## src/rtl/dfr_pkg.sv

```systemverilog
package dfr_pkg;
  typedef enum logic [1:0] {
    GRP_LOW  = 2'b00,
    GRP_MID  = 2'b01,
    GRP_HIGH = 2'b10,
    GRP_NONE = 2'b11
  } grp_t;

  typedef struct packed {
    logic [3:0] port_sel;
    logic       half_bias;
    logic       blank;
    logic       standby;
  } ctrl_t;
endpackage

```

## src/rtl/dfr_sync.sv

```systemverilog
module dfr_sync #(
  parameter int W      = 3,
  parameter int STAGES = 2
) (
  input  logic         clk,
  input  logic         rst,
  input  logic [W-1:0] async_i,
  output logic [W-1:0] sync_o
);
  logic [W-1:0] stage_q [STAGES];

  always_ff @(posedge clk) begin
    if (rst) begin
      for (int s = 0; s < STAGES; s++) stage_q[s] <= '0;
    end else begin
      stage_q[0] <= async_i;
      for (int s = 1; s < STAGES; s++) stage_q[s] <= stage_q[s-1];
    end
  end

  assign sync_o = stage_q[STAGES-1];
endmodule

```

## src/rtl/dfr_addr_match.sv

```systemverilog
module dfr_addr_match #(
  parameter int          AW   = 8,
  parameter logic [AW-1:0] ADDR = 8'h46
) (
  input  logic clk,
  input  logic rst,
  input  logic ce_lvl,
  input  logic ce_rise,
  input  logic ce_fall,
  input  logic cl_rise,
  input  logic di,
  output logic addr_ok
);
  logic [AW-1:0] sr_q;

  // least significant bit arrives first, so shift toward bit 0
  always_ff @(posedge clk) begin
    if (rst) begin
      sr_q <= '0;
    end else if (cl_rise && !ce_lvl) begin
      sr_q <= {di, sr_q[AW-1:1]};
    end
  end

  always_ff @(posedge clk) begin
    if (rst)          addr_ok <= 1'b0;
    else if (ce_rise) addr_ok <= (sr_q == ADDR);
    else if (ce_fall) addr_ok <= 1'b0;
  end

  // the match flag can only come up on the enable rising edge
  a_r2_match_on_rise: assert property (@(posedge clk) disable iff (rst)
    (!addr_ok && !ce_rise) |=> !addr_ok);
endmodule

```

## src/rtl/dfr_frame_shift.sv

```systemverilog
module dfr_frame_shift #(
  parameter int FW = 48,
  localparam int CW = $clog2(FW + 2)
) (
  input  logic          clk,
  input  logic          rst,
  input  logic          ce_lvl,
  input  logic          ce_fall,
  input  logic          cl_rise,
  input  logic          di,
  input  logic          addr_ok,
  output logic [FW-1:0] frame_o,
  output logic          full_o
);
  localparam logic [CW-1:0] FULL = CW'(FW);
  localparam logic [CW-1:0] OVER = CW'(FW + 1);

  logic [CW-1:0] cnt_q;

  always_ff @(posedge clk) begin
    if (rst) begin
      cnt_q   <= '0;
      frame_o <= '0;
    end else if (ce_fall) begin
      cnt_q <= '0;
    end else if (ce_lvl && addr_ok && cl_rise) begin
      if (cnt_q < FULL) begin
        frame_o[cnt_q] <= di;
        cnt_q          <= cnt_q + 1'b1;
      end else begin
        cnt_q <= OVER;
      end
    end
  end

  assign full_o = (cnt_q == FULL);

  // without an address match no frame bit is ever counted
  a_r9_idle_count: assert property (@(posedge clk) disable iff (rst)
    !addr_ok |-> (cnt_q == '0));
  // the counter never runs past the overlength marker
  a_r8_count_cap: assert property (@(posedge clk) disable iff (rst)
    (cnt_q == OVER) |=> (cnt_q == OVER) || (cnt_q == '0));
endmodule

```

## src/rtl/dfr_latch_bank.sv

```systemverilog
module dfr_latch_bank
  import dfr_pkg::*;
#(
  parameter int FW       = 48,
  parameter int G0_LEN   = 36,
  parameter int G1_LEN   = 36,
  parameter int G2_LEN   = 33,
  parameter int CTRL_POS = 39,
  localparam int SEG_W   = G0_LEN + G1_LEN + G2_LEN
) (
  input  logic             clk,
  input  logic             rst,
  input  logic             load,
  input  logic [FW-1:0]    frame,
  output logic [SEG_W-1:0] seg_o,
  output ctrl_t            ctrl_o
);
  grp_t dir;
  assign dir = grp_t'({frame[FW-2], frame[FW-1]});

  for (genvar g = 0; g < 3; g++) begin : g_grp
    localparam int LEN = (g == 0) ? G0_LEN : (g == 1) ? G1_LEN : G2_LEN;
    localparam int OFF = (g == 0) ? 0 : (g == 1) ? G0_LEN : G0_LEN + G1_LEN;
    logic [LEN-1:0] q;
    always_ff @(posedge clk) begin
      if (rst) q <= '0;
      else if (load && (dir == grp_t'(g))) q <= frame[LEN-1:0];
    end
    assign seg_o[OFF +: LEN] = q;
  end

  always_ff @(posedge clk) begin
    if (rst) begin
      ctrl_o <= '0;
    end else if (load && dir == GRP_LOW) begin
      ctrl_o.port_sel  <= frame[CTRL_POS +: 4];
      ctrl_o.half_bias <= frame[CTRL_POS + 4];
      ctrl_o.blank     <= frame[CTRL_POS + 5];
      ctrl_o.standby   <= frame[CTRL_POS + 6];
    end
  end

  // nothing moves without a load strobe
  a_r10_hold: assert property (@(posedge clk) disable iff (rst)
    !load |=> ($stable(seg_o) && $stable(ctrl_o)));
  // group 11 is discarded
  a_r7_void_dir: assert property (@(posedge clk) disable iff (rst)
    (load && dir == GRP_NONE) |=> ($stable(seg_o) && $stable(ctrl_o)));
  // low group copies the head of the frame
  a_r3_low_copy: assert property (@(posedge clk) disable iff (rst)
    (load && dir == GRP_LOW) |=> (seg_o[G0_LEN-1:0] == $past(frame[G0_LEN-1:0])));
  // a middle-group frame leaves the other groups and control alone
  a_r11_other_groups: assert property (@(posedge clk) disable iff (rst)
    (load && dir == GRP_MID) |=> ($stable(seg_o[G0_LEN-1:0]) &&
      $stable(seg_o[SEG_W-1:G0_LEN+G1_LEN]) && $stable(ctrl_o)));
endmodule

```

## src/rtl/disp_frame_rx.sv

```systemverilog
module disp_frame_rx
  import dfr_pkg::*;
#(
  parameter int          FW       = 48,
  parameter int          AW       = 8,
  parameter logic [AW-1:0] ADDR   = 8'h46,
  parameter int          SYNC_N   = 2,
  parameter int          G0_LEN   = 36,
  parameter int          G1_LEN   = 36,
  parameter int          G2_LEN   = 33,
  parameter int          CTRL_POS = 39,
  localparam int         SEG_W    = G0_LEN + G1_LEN + G2_LEN
) (
  input  logic             clk,
  input  logic             rst,
  input  logic             ce_in,
  input  logic             cl_in,
  input  logic             di_in,
  output logic [SEG_W-1:0] seg_o,
  output logic [3:0]       port_sel_o,
  output logic             half_bias_o,
  output logic             blank_o,
  output logic             standby_o
);
  logic [2:0] wires_s;
  logic ce_s, cl_s, di_s, ce_q, cl_q;
  logic ce_rise, ce_fall, cl_rise;
  logic addr_ok, full;
  logic [FW-1:0] frame;
  ctrl_t ctrl;

  dfr_sync #(.W(3), .STAGES(SYNC_N)) u_sync (
    .clk(clk), .rst(rst), .async_i({ce_in, cl_in, di_in}), .sync_o(wires_s));

  assign {ce_s, cl_s, di_s} = wires_s;

  always_ff @(posedge clk) begin
    if (rst) begin
      ce_q <= 1'b0;
      cl_q <= 1'b0;
    end else begin
      ce_q <= ce_s;
      cl_q <= cl_s;
    end
  end

  assign ce_rise = ce_s & ~ce_q;
  assign ce_fall = ~ce_s & ce_q;
  assign cl_rise = cl_s & ~cl_q;

  dfr_addr_match #(.AW(AW), .ADDR(ADDR)) u_addr (
    .clk(clk), .rst(rst), .ce_lvl(ce_s), .ce_rise(ce_rise), .ce_fall(ce_fall),
    .cl_rise(cl_rise), .di(di_s), .addr_ok(addr_ok));

  dfr_frame_shift #(.FW(FW)) u_shift (
    .clk(clk), .rst(rst), .ce_lvl(ce_s), .ce_fall(ce_fall), .cl_rise(cl_rise),
    .di(di_s), .addr_ok(addr_ok), .frame_o(frame), .full_o(full));

  dfr_latch_bank #(.FW(FW), .G0_LEN(G0_LEN), .G1_LEN(G1_LEN), .G2_LEN(G2_LEN),
                   .CTRL_POS(CTRL_POS)) u_bank (
    .clk(clk), .rst(rst), .load(ce_fall & addr_ok & full), .frame(frame),
    .seg_o(seg_o), .ctrl_o(ctrl));

  assign port_sel_o  = ctrl.port_sel;
  assign half_bias_o = ctrl.half_bias;
  assign blank_o     = ctrl.blank;
  assign standby_o   = ctrl.standby;
endmodule

```

## config.mk

```make
export PLATFORM = sky130hd
export DESIGN_NAME = disp_frame_rx
export DESIGN_NICKNAME = d
export VERILOG_FILES = /design/src/rtl/dfr_pkg.sv /design/src/rtl/dfr_sync.sv /design/src/rtl/dfr_addr_match.sv /design/src/rtl/dfr_frame_shift.sv /design/src/rtl/dfr_latch_bank.sv /design/src/rtl/disp_frame_rx.sv
export SDC_FILE = /design/constraint.sdc
export NUM_CORES = 1
export LEC_CHECK = 0
export BUFFER_PORTS_ARGS = -buffer_cell sky130_fd_sc_hd__buf_2
export CORE_MARGIN = 2
export CORE_UTILIZATION = 36
export CTS_CLUSTER_SIZE = 24
export DETAILED_ROUTE_END_ITERATION = 8
export PLACE_DENSITY = 0.59
export SLEW_MARGIN = 10
export SYNTH_ARGS = -nofsm -noshare
export SYNTH_HDL_FRONTEND = slang
export SYNTH_SLANG_ARGS = --single-unit
```

## constraint.sdc

```tcl
create_clock -name clk -period 2.2 [get_ports clk]
set_clock_uncertainty 0.1 [all_clocks]
set_input_delay 0.33 -clock clk [delete_from_list [all_inputs] [get_ports clk]]
set_output_delay 0.33 -clock clk [all_outputs]
set_load 0.005 [all_outputs]
```

==> results, run 1 <==
- Dividing the synthesized area by the synthesized cell count gives 10.9 µm².
- The simple-gate portion of the synthesized area is 23.4%.
- STA classifies the critical path startpoint as a flip-flop.
- The worst path needs 1.89 ns of the cycle, external delays included.
- The number of vias per cell is 4.63.
- For this run, design rule violations remaining after detail routing come to 0.
- The violation count after the first detailed-route iteration is 257.
- Timing would allow up to 529 MHz.
- Once the floorplan was initialized, standard cells occupied 36.7% of the core.
- The final layout contains 800 nets.
- The area growth from synthesis to layout is 21.8%.
- The peak fanout along the critical path is 7.
- The data arrival at the endpoint of the critical path is 2.14 ns.
- The number of cells produced by synthesis is 679.
- The path type of the worst setup path is reg -> reg.
- The met3 usage is 3.83%.
- After floorplanning, the core was sized to cover 20200 µm².
- The die covers 21800 µm².
- The commonest register cell after synthesis is sky130_fd_sc_hd__dfxtp_1.
- The sequential cell area is 3600 µm².
- The commonest cells after synthesis are sky130_fd_sc_hd__dfxtp_1, sky130_fd_sc_hd__mux2i_1, sky130_fd_sc_hd__nand2b_1.
- The count of distinct cell types in the synthesized netlist is 44.
- The count of pins on the block boundary is 117.
- The critical path data required time is 2.45 ns.
- The leftover overflow at the end of global routing is 0.
- The share of the synthesized netlist area taken by xor and xnor gates is 0%.
- The fraction of layout cells with a size suffix above 1 is 24.5%.
- The number of endpoints failing setup at the final stage is 0.
- Summed over all cells, the static leakage comes to 4.05 nW.
- The TritonCTS buffer count is 17.
- The number of hold buffers added after CTS was 2.
- The number of hold violations in the final report is 0.
- The final-layout setup total negative slack is 0 ns.
- The multi-input logic area is 3510 µm².
- The detailed router placed 4975 vias in this run.
- In the final routed layout, each cell accounts on average for 15.4 µm.
- The register area share after synthesis is 48.6%.
- After legalization and detailed placement, the total HPWL measured 10.9 mm.
- The layer flagged by global routing as most heavily used is met2.
- After layout, the worst path uses 85.9% of the clock period.
- The register-to-register setup slack is 0.31 ns.
- The worst-case clock buffer depth is 2.
- The die is 148 µm tall.
- Across the run, the number of max-cap violations was 0.
- The worst supply voltage drop on vdd is 390 µV.
- TritonCTS built the clock tree.
- The pin slew with the least headroom to its limit is 0.717 ns.
- The adder and majority cell fraction of the synthesized area is 0.675%.
- The synthesized design spends more area on one cell type than any other, namely sky130_fd_sc_hd__dfxtp_1.
- In the global route stage, met1 resource usage came out at 21.4%.
- The setup fix buffers added after clock tree synthesis is 0.
- At the end of routability-driven placement, the weighted congestion stood at 0.782.
- Yosys attributes the largest share of cell area to sky130_fd_sc_hd__dfxtp_1, sky130_fd_sc_hd__mux2i_1, sky130_fd_sc_hd__nand2b_1.
- For this run, the total global-route usage over all layers was measured as 15.5%.
- The initialized floorplan defines 52 standard-cell rows.
- The width of the chip is 148 µm.
- The Yosys step of the flow raised 0 warnings.
- sky130_fd_sc_hd__dfxtp_1 is the most common cell in the netlist.
- After clock tree synthesis, the clock-pin slew on the worst setup and hold paths is 0.07 ns.
- In the synthesized netlist the async set-or-reset flop fraction comes to 0%.
- The remaining number of nets flagged by the antenna check after routing is 0.
- The filler cell count is 1931.
- The kind of path behind the tightest hold check is in -> reg.
- After synthesis, the largest family of logic cells by area is simple AND/OR/NAND/NOR gates.
- The number of pins exceeding their max-slew limit in the final report came to 0.
- After detailed routing, the total wire length is 16.5 mm.
- The worst pin sits at a relative slew slack of 52.2%.
- The number of diodes added for antenna fixing is 0.
- Of the post-synthesis cell area, the part taken by muxes is 22.1%.
- The first detailed-routing pass ran for 4 iterations.
- For the worst flop-to-flop path, the logic depth is 6.
- The H-tree was split into 4 levels.
- The clock latency of the later-clocked register in the worst-skew pair is 0.43 ns.
- In this run, synthesis produced a sequential element count of 180.
- In this run the power density over the cells is 769 nW/µm².
- Yosys mapped a number of flops with a built-in enable equal to 0.
- The worst hold path depth is 2.
- The area share of the leading cell type in the synthesized netlist is 48.6%.
- In this run the tool buffered the top-level ports with 116 buffer cells.
- Clock tree synthesis selected as its root buffer the cell sky130_fd_sc_hd__clkbuf_16.
- The post-cts repair resize count is 0.
- The type of destination of the critical path is a flip-flop.
- The post-synthesis net count is 688.
- Entering global routing, the biggest net connects 45 pins.
- The first global-routing pass estimated 26.7 mm of wire.
- The flow ran to the end, and the final reports show no timing, DRC or antenna violations.
- Global routing consumed, on the met2 layer, 23.8% of the routing resources.
- Hold timing on the final database bottoms out at a slack of 0.0229 ns.
- The synthesized netlist devotes 0.995% of its cell area to compound gates.
- The via count of the first global-routing pass is 4821.
- The cell area after technology mapping is 7420 µm².
- The number of clock sinks is 180.
- Setup repair after global routing left no endpoint under its margin.
- The initial antenna violation count came to 0.
[per-layer routing]
metal	vias to the layer above	part of all wire [%]
li1	2541	-
met1	2338	50
met2	83	45
met3	13	3.6
met4	0	1.4
met5	-	0
[cell type report]
class	instances	share of cell area (%)
clock buffers	18	4.86
repair buffers	145	9.75
clock inverters	14	2.74
multi-input cells	443	38.9
inverters	4	0.166
flip-flops and latches	180	39.9
well taps	270	3.74
[registers in the layout, indices dropped and copies added, names as in the netlist]
name / count
u_bank.ctrl_o: 7
u_addr.sr_q: 8
cl_q: 1
u_addr.addr_ok: 1
u_shift.cnt_q: 6
u_sync.stage_q: 6
u_bank.g_grp.q: 105
u_shift.frame_o: 45
ce_q: 1
[cell families (layout without fill, tap and decap cells)]
kind of cell / Yosys count / in the layout
buf+inv: 56 / 181
compound gates: 12 / 12
simple gates: 263 / 263
mux: 164 / 164
flops: 180 / 180
fa+ha+maj: 4 / 4
[metrics by stage]
step	cells	setup WS (ns)	utilization [%]	power, mW	area [µm²]
floorplan	679	0.349	-	3.46	7420
global placement	1040	0.343	41.2	3.50	8330
detailed placement	1040	0.317	41.2	3.50	8330
CTS	1074	0.297	44.7	7.02	9030
global route	1074	0.152	44.7	7.17	9030
finish	1074	0.311	44.7	6.94	9030
[where the power goes]
group | leakage [nW] | internal (mW) | switching [mW]
clock network | 0.333 | 2.18 | 1.34
logic | 2.27 | 0.0802 | 0.0689
registers | 1.45 | 3.26 | 0.0115
[critical path, stage by stage, from the launching register on]
cell and delay [ns]:
sky130_fd_sc_hd__dfxtp_1 0.39, sky130_fd_sc_hd__inv_1 0.07, sky130_fd_sc_hd__ha_1 0.22, sky130_fd_sc_hd__buf_4 0.18, sky130_fd_sc_hd__or4b_4 0.52, sky130_fd_sc_hd__nor3_2 0.15, sky130_fd_sc_hd__mux2i_1 0.19
[placed cells by master, fill, tap and decap left out, types with 2 or more instances in the layout]
cell / synthesis / layout
sky130_fd_sc_hd__buf_2: 11 / 115
sky130_fd_sc_hd__nand3b_1: 3 / 3
sky130_fd_sc_hd__nand4b_1: 3 / 3
sky130_fd_sc_hd__nor4b_1: 2 / 2
sky130_fd_sc_hd__nor2b_1: 8 / 8
sky130_fd_sc_hd__nor4b_4: 2 / 2
sky130_fd_sc_hd__nor3_1: 10 / 10
sky130_fd_sc_hd__clkinv_4: 0 / 3
sky130_fd_sc_hd__inv_6: 0 / 2
sky130_fd_sc_hd__a21oi_1: 6 / 6
sky130_fd_sc_hd__nand2_1: 4 / 4
sky130_fd_sc_hd__nand4_1: 2 / 2
sky130_fd_sc_hd__buf_4: 2 / 22
sky130_fd_sc_hd__nand4bb_1: 2 / 2
sky130_fd_sc_hd__and3_1: 3 / 3
sky130_fd_sc_hd__nand2b_1: 157 / 156
sky130_fd_sc_hd__clkbuf_16: 0 / 17
sky130_fd_sc_hd__nor4b_2: 3 / 3
sky130_fd_sc_hd__nor2_1: 10 / 10
sky130_fd_sc_hd__buf_12: 0 / 6
sky130_fd_sc_hd__nor3b_1: 3 / 3
sky130_fd_sc_hd__dfxtp_1: 180 / 180
sky130_fd_sc_hd__mux2i_1: 164 / 164
sky130_fd_sc_hd__nand3_1: 31 / 30
sky130_fd_sc_hd__bufinv_16: 0 / 6
sky130_fd_sc_hd__inv_1: 4 / 4
sky130_fd_sc_hd__dlygate4sd3_1: 0 / 2
sky130_fd_sc_hd__nand3_2: 1 / 2
sky130_fd_sc_hd__and4bb_1: 2 / 2
sky130_fd_sc_hd__nor3_2: 7 / 7
sky130_fd_sc_hd__nor3b_2: 2 / 2
sky130_fd_sc_hd__ha_1: 4 / 4
[worst paths after layout]
path | startpoint | endpoint
setup / recovery | u_sync.stage_q[0][5]$_SDFF_PP0_ | u_shift.frame_o[13]$_SDFFE_PP0P_
setup reg to reg | u_sync.stage_q[0][5]$_SDFF_PP0_ | u_shift.frame_o[13]$_SDFFE_PP0P_
hold / removal | ce_in | u_sync.stage_q[0][2]$_SDFF_PP0_
hold reg to reg | u_sync.stage_q[0][0]$_SDFF_PP0_ | u_sync.stage_q[0][3]$_SDFF_PP0_
Note: power is estimated with default switching activity, not from simulation.
==> run 2: changes to the inputs <==
--- a/config.mk
+++ b/config.mk
@@ -6,10 +6,12 @@
 export NUM_CORES = 1
 export LEC_CHECK = 0
 export BUFFER_PORTS_ARGS = -buffer_cell sky130_fd_sc_hd__buf_2
+export CAP_MARGIN = 20
 export CORE_MARGIN = 2
 export CORE_UTILIZATION = 36
 export CTS_CLUSTER_SIZE = 24
 export DETAILED_ROUTE_END_ITERATION = 8
+export GPL_ROUTABILITY_DRIVEN = 0
 export PLACE_DENSITY = 0.59
 export SLEW_MARGIN = 10
 export SYNTH_ARGS = -nofsm -noshare
==> constraint.sdc (replaced) <==
create_clock -name clk -period 2.2 [get_ports clk]
set_clock_uncertainty 0.1 [all_clocks]
set_input_delay 0.11 -clock clk [delete_from_list [all_inputs] [get_ports clk]]
set_output_delay 0.11 -clock clk [all_outputs]
set_load 0.005 [all_outputs]
==> results, run 2 (synthesized netlist as in run 1, its figures left out) <==
- The number of placed cells counting well taps is 1038 (-0.19%).
- The filler cell count is 1960 (+1.5%).
- The effective utilization at floorplan is 36.7% (unchanged).
- The overall track demand over capacity in global routing is 15.3% (-0.17 points).
- The library cells used most frequently in the layout, excluding fill and tap cells, are sky130_fd_sc_hd__dfxtp_1, sky130_fd_sc_hd__mux2i_1, sky130_fd_sc_hd__nand2b_1.
- The remaining number of nets flagged by the antenna check after routing is 0 (unchanged).
- The core footprint was 20200 µm² (unchanged).
- The power per unit of standard cell area was 730 nW/µm² (-5.0%).
- The number of I/O port buffers is 116 (unchanged).
- The TritonCTS buffer count is 17 (unchanged).
- The clock period minus worst slack came to 1.96 ns (+0.0747 ns).
- The clock transition time at the flip-flop clock pins of the worst setup and hold paths was 0.07 ns (about the same).
- The number of nets in the final layout is 800 (unchanged).
- The vertical die dimension came to 148 µm (unchanged).
- The number of max-cap violations is 0 (unchanged).
- The total length of routed wires is 16.4 mm (-0.55%).
- The worst-case clock buffer depth came to 2 (unchanged).
- The number of core rows is 52 (unchanged).
- The core utilization of the finished layout came to 44.2% (-0.42 points).
- The largest registers in the layout are u_bank.g_grp.q (105), u_shift.frame_o (45), u_addr.sr_q (8).
- The number of clock sinks was 180 (unchanged).
- The number of flip-flops under the largest register name came to 105 (unchanged).
- The register name with the most flops is u_bank.g_grp.q.
- The peak fanout along the critical path is 14 (+7).
- The largest net degree at the start of global routing was 94 (+110%).
- The number of diodes added for antenna fixing is 0 (unchanged).
- The multi-input logic area is 3510 µm² (unchanged).
- The critical path in this run is classified as reg -> reg.
- The first-pass iteration count of the detailed router is 4 (unchanged).
- The initial antenna violation count came to 0 (unchanged).
- The number of endpoints failing setup at the final stage is 0 (unchanged).
- The number of H-tree levels came to 4 (unchanged).
- The number of pins exceeding their max-slew limit in the final report is 0 (unchanged).
- The setup slack at placement was 0.280 ns (-0.0368 ns).
- The DRC violation count after routing is 0 (unchanged).
- The leakage power summed over all cells is 4.01 nW (-1.0%).
- The via count of the first global-routing pass is 4732 (-1.8%).
- The number of vias per cell is 4.64 (+0.18%).
- The non-filler instance count after layout is 1074 (unchanged).
- The data arrival at the endpoint of the critical path is 2.15 ns (about the same).
- STA classifies the critical path startpoint as a flip-flop.
- The sequential cell area is 3600 µm² (unchanged).
- In this run the worst hold path is classified as in -> reg.
- The HPWL reported at the end of detailed placement is 10.8 mm (-1.0%).
- The post-route fraction of the period consumed by the critical path was 89.3% (+3.4 points).
- The number of hold violations in the final report was 0 (unchanged).
- The count of pins on the block boundary is 117 (unchanged).
- The sum of internal, switching and leakage power is 6.54 mW (-5.9%).
- The library cell used as clock root buffer is sky130_fd_sc_hd__clkbuf_16.
- The final worst slack is 0.236 ns (-0.0747 ns).
- Compared with the post-synthesis result, the final layout area differs by 20.6%.
- Leaving out fill and tap cells, the most frequent cell in the layout is sky130_fd_sc_hd__dfxtp_1.
- The critical path data required time is 2.39 ns (-0.06 ns).
- The worst supply voltage drop on vdd is 542 µV (+39%).
- The achievable frequency came to 509 MHz (-3.8%).
- The type of destination of the critical path is a flip-flop.
- Setup repair after global routing left no endpoint under its margin.
- The area enclosed by the die boundary came to 21800 µm² (unchanged).
- The headroom to the max-slew limit was 53.2% (+1.0 points).
- The clock latency of the later-clocked register in the worst-skew pair was 0.42 ns (about the same).
- The violation count after the first detailed-route iteration is 230 (-11%).
- The leftover overflow at the end of global routing is 0 (unchanged).
- The wire length of the first global-routing pass came to 26.5 mm (-0.88%).
- The pin slew with the least headroom to its limit is 0.699 ns (-0.0178 ns).
- The fraction of layout cells with a size suffix above 1 is 23.9% (-0.62 points).
- The overall via count from detail_route is 4984 (+0.18%).
- The average wire per standard cell is 15.3 µm (-0.55%).
- The final-layout setup total negative slack is 0 ns (unchanged).
- The run finished with clean final reports.
- The width of the chip was 148 µm (unchanged).
- TritonCTS built the clock tree.
==> run 2: cell types whose count changed in the layout (fill, tap and decap cells not counted) <==
| cell | delta |
|---|---|
| sky130_fd_sc_hd__buf_4 | -1 |
| sky130_fd_sc_hd__bufinv_16 | -4 |
| sky130_fd_sc_hd__inv_6 | -1 |
| sky130_fd_sc_hd__dlygate4sd3_1 | +2 |
| sky130_fd_sc_hd__clkbuf_1 | +3 |
| sky130_fd_sc_hd__buf_12 | -1 |
| sky130_fd_sc_hd__inv_8 | -1 |
| sky130_fd_sc_hd__clkinv_4 | -2 |
| sky130_fd_sc_hd__clkbuf_8 | +5 |
==> run 2: final cells by class <==
| cell class | count | area share (%) |
|---|---|---|
| clock buffer | 26 | 5.80 |
| sequential | 180 | 40.3 |
| clock inverter | 6 | 1.01 |
| multi-input combinational | 443 | 39.2 |
| tap | 270 | 3.77 |
| timing repair buffer | 145 | 9.76 |
| inverter | 4 | 0.168 |
==> run 2: critical path, stage by stage, from the launching register on <==
cell                      delay [ns]
sky130_fd_sc_hd__dfxtp_1        0.61
sky130_fd_sc_hd__nor3b_1        0.60
sky130_fd_sc_hd__buf_4          0.24
sky130_fd_sc_hd__nand3_1        0.11
sky130_fd_sc_hd__mux2i_1        0.15
==> run 2: final timing paths <==
check / startpoint / to / slack [ns] / cells after the start
max reg2reg: u_shift.cnt_q[2]$_SDFFE_PP0P_ / u_shift.frame_o[12]$_SDFFE_PP0P_ / 0.24 / 4
min reg2reg: u_sync.stage_q[0][1]$_SDFF_PP0_ / u_sync.stage_q[0][4]$_SDFF_PP0_ / 0.34 / 1
min: ce_in / u_sync.stage_q[0][2]$_SDFF_PP0_ / 0.32 / 3
max: u_shift.cnt_q[2]$_SDFFE_PP0P_ / u_shift.frame_o[12]$_SDFFE_PP0P_ / 0.24 / 4
==> run 2: what timing repair did <==
action,in CTS,in global routing
hold buffers,4,0
hold endpoints to repair,6,0
gates resized for setup,0,0
buffers inserted,0,0
==> run 2: where the power goes <==
group	internal (mW)	total, mW	switching, mW
combinational	0.0784	0.149	0.0702
sequential	3.27	3.27	0.00947
clock	1.86	3.11	1.25
==> run 2: metrics by stage <==
step                      hold WS, ns  area (µm²)
after global placement          0.228        8300
after CTS                       0.301        8950
after floorplan                 0.138        7420
after global routing            0.345        8950
after detailed placement        0.224        8300
final                           0.320        8950
==> run 2: layer usage <==
metal / track usage, % / part of all wire (%)
met5: 0 / 0
met1: 21.4 / 50
met4: 5.72 / 1.7
met3: 3.21 / 3.2
met2: 23.3 / 45
==> run 3: changes to the inputs <==
--- a/config.mk
+++ b/config.mk
@@ -12,7 +12,6 @@
 export CTS_CLUSTER_SIZE = 24
 export DETAILED_ROUTE_END_ITERATION = 8
 export GPL_ROUTABILITY_DRIVEN = 0
-export PLACE_DENSITY = 0.59
 export SLEW_MARGIN = 10
 export SYNTH_ARGS = -nofsm -noshare
 export SYNTH_HDL_FRONTEND = slang
==> results, run 3 (synthesized netlist as in run 1, its figures left out) <==
- The run finished with clean final reports.
- The worst-case clock buffer depth is 2 (unchanged).
- The width of the chip is 148 µm (unchanged).
- The count of pins on the block boundary is 117 (unchanged).
- The core footprint was 20200 µm² (unchanged).
- The average wire per standard cell is 15.4 µm (+0.46%).
- The number of I/O port buffers is 116 (unchanged).
- The path type of the worst setup path is reg -> reg.
- The effective utilization at floorplan came to 36.7% (unchanged).
- Relative to the synthesized area, the layout overhead comes to 19.3%.
- The routing usage on met1 came to 21.3% (-0.12 points).
- The setup fix buffers added after clock tree synthesis is 0 (unchanged).
- The post-route fraction of the period consumed by the critical path is 89.9% (+0.59 points).
- The headroom to the max-slew limit is 52.8% (-0.41 points).
- The startpoint of the most critical hold path is cl_in.
- In the layout the commonest cells are sky130_fd_sc_hd__dfxtp_1, sky130_fd_sc_hd__mux2i_1, sky130_fd_sc_hd__nand2b_1.
- The clock latency of the later-clocked register in the worst-skew pair is 0.43 ns (about the same).
- STA classifies the critical path startpoint as a flip-flop.
- The clock tree from TritonCTS is done.
- The data arrival at the endpoint of the critical path is 2.23 ns (+0.08 ns).
- The number of vias per cell is 4.67 (+0.56%).
- The worst reg-to-reg path cell count is 6 (+2).
- The overall via count from detail_route is 4979 (-0.10%).
- The clock transition time at the flip-flop clock pins of the worst setup and hold paths is 0.07 ns (about the same).
- The fraction of layout cells with a size suffix above 1 is 23.5% (-0.42 points).
- The critical path goes through inv_1, ha_1, buf_4, nor4b_2, nor3b_1, mux2i_1.
- The largest net degree at the start of global routing was 107 (+14%).
- The setup slack at placement is 0.255 ns (-0.0254 ns).
- The met3 usage is 3.89% (+0.68 points).
- In this run the critical register-to-register path is captured at u_shift.frame_o[35]$_SDFFE_PP0P_.
- Setup repair after global routing left no endpoint under its margin.
- The number of hold violations in the final report is 0 (unchanged).
- The wire length of the first global-routing pass came to 26.5 mm (+0.10%).
- The worst supply voltage drop on vdd came to 498 µV (-8.1%).
- The filler cell count came to 1960 (unchanged).
- The pin slew with the least headroom to its limit came to 0.705 ns (+0.00611 ns).
- The area enclosed by the die boundary came to 21800 µm² (unchanged).
- On the critical path, the stage with the largest delay is an instance of sky130_fd_sc_hd__nor3b_1.
- The number of max-cap violations came to 0 (unchanged).
- The tree is rooted in a sky130_fd_sc_hd__clkbuf_16.
- The vertical die dimension is 148 µm (unchanged).
- The via count of the first global-routing pass came to 4816 (+1.8%).
- The number of endpoints failing setup at the final stage is 0 (unchanged).
- The critical path data required time is 2.45 ns (+0.06 ns).
- The number of flip-flops under the largest register name came to 105 (unchanged).
- The register with the most flip-flops in the final layout is u_bank.g_grp.q.
- The sequential cell area is 3600 µm² (unchanged).
- The achievable frequency is 506 MHz (-0.66%).
- The worst hold path terminates at u_sync.stage_q[0][1]$_SDFF_PP0_.
- The HPWL reported at the end of detailed placement was 10.5 mm (-2.7%).
- The leftover overflow at the end of global routing is 0 (unchanged).
- The register-to-register setup slack is 0.22 ns (about the same).
- The violation count after the first detailed-route iteration is 280 (+22%).
- The sum of internal, switching and leakage power is 6.27 mW (-4.1%).
- The number of pins exceeding their max-slew limit in the final report was 0 (unchanged).
- The overall track demand over capacity in global routing came to 15.3% (-0.053 points).
- The initial antenna violation count was 0 (unchanged).
- met2 is the most crowded layer.
- The first-pass iteration count of the detailed router is 4 (unchanged).
- The DRC violation count after routing came to 0 (unchanged).
- The total length of routed wires is 16.4 mm (-0.19%).
- The TritonCTS buffer count is 17 (unchanged).
- The number of nets in the final layout is 794 (-0.75%).
- The number of clock sinks came to 180 (unchanged).
- The kind of path behind the tightest hold check is in -> reg.
- The final-layout setup total negative slack is 0 ns (unchanged).
- The clock period minus worst slack is 1.98 ns (+0.0130 ns).
- The leakage power summed over all cells is 3.97 nW (-1.1%).
- The remaining number of nets flagged by the antenna check after routing was 0 (unchanged).
- The worst hold path depth is 3 (unchanged).
- The type of destination of the critical path is a flip-flop.
- The critical path starts at u_sync.stage_q[0][5]$_SDFF_PP0_.
- The final worst slack is 0.223 ns (-0.0130 ns).
- The library cell used most frequently in the layout, excluding fill and tap cells, is sky130_fd_sc_hd__dfxtp_1.
- The number of diodes added for antenna fixing was 0 (unchanged).
- The number of core rows is 52 (unchanged).
- The multi-input logic area is 3510 µm² (unchanged).
- The peak fanout along the critical path is 7 (-7).
- The power per unit of standard cell area is 709 nW/µm² (-3.0%).
- The number of H-tree levels is 4 (unchanged).
- The largest registers in the layout are u_bank.g_grp.q (105), u_shift.frame_o (45), u_addr.sr_q (8).
- The maximum single-stage delay on the critical path is 0.45 ns (-0.16 ns).
- The worst register-to-register path begins at u_sync.stage_q[0][5]$_SDFF_PP0_.
- The met2 usage is 23.5% (+0.12 points).
## run 3: cell types whose count changed in the layout (fill, tap and decap cells not counted), sizes merged
cell,change
clkinv,+7
bufinv,-1
inv,+1
buf,-6
clkbuf,-8
## run 3: per-layer routing
metal / share of wire (%) / vias to the layer above
met3: 3.8 / 12
li1: - / 2531
met1: 50 / 2354
met5: 0 / -
met4: 0.93 / 0
met2: 45 / 82
## run 3: power by group
part	switching (mW)	leakage [nW]	internal [mW]
combinational	0.0681	2.25	0.0757
sequential	0.0115	1.45	3.26
clock	1.30	0.270	1.55
## run 3: worst max path at each step
stage                                              end  slack (ns)  depth (start not counted)
global placement      u_shift.frame_o[35]$_SDFFE_PP0P_        0.24                          6
finish                u_shift.frame_o[35]$_SDFFE_PP0P_        0.22                          6
CTS                   u_shift.frame_o[35]$_SDFFE_PP0P_        0.23                          6
detailed placement  u_bank.g_grp[0].q[25]$_SDFFE_PP0P_        0.25                          7
global route          u_shift.frame_o[35]$_SDFFE_PP0P_        0.09                          6
floorplan           u_bank.g_grp[0].q[15]$_SDFFE_PP0P_        0.35                          8
## run 3: cell type report
| type | count | area share, % |
|---|---|---|
| clock inverters | 13 | 1.26 |
| well taps | 270 | 3.82 |
| flip-flops and latches | 180 | 40.7 |
| inverters | 4 | 0.170 |
| clock buffers | 18 | 4.85 |
| multi-input cells | 443 | 39.7 |
| repair buffers | 139 | 9.50 |
## run 3: through the flow
stage          instance area [µm²]  hold WS [ns]  cells  util, %
6_report                      8850         0.327   1067     43.7
5_1_grt                       8850         0.323   1067     43.7
4_1_cts                       8850         0.304   1067     43.7
3_5_place_dp                  8270         0.223   1032     40.9
3_3_place_gp                  8270         0.221   1032     40.9
2_1_floorplan                 7420         0.138    679        -
## run 3: timing repair
| action | in CTS | in global routing |
|---|---|---|
| hold buffers | 4 | 0 |
| resized for setup | 0 | 0 |
| endpoints found under the hold margin | 5 | 0 |
## run 3: worst max-delay path, delay by kind of cell (launching register included)
kind / cells / cell delay (ns)
adders and majority gates: 1 / 0.19
buffers and inverters: 2 / 0.25
muxes: 1 / 0.23
and+or+nand+nor: 2 / 0.75
DFF: 1 / 0.40
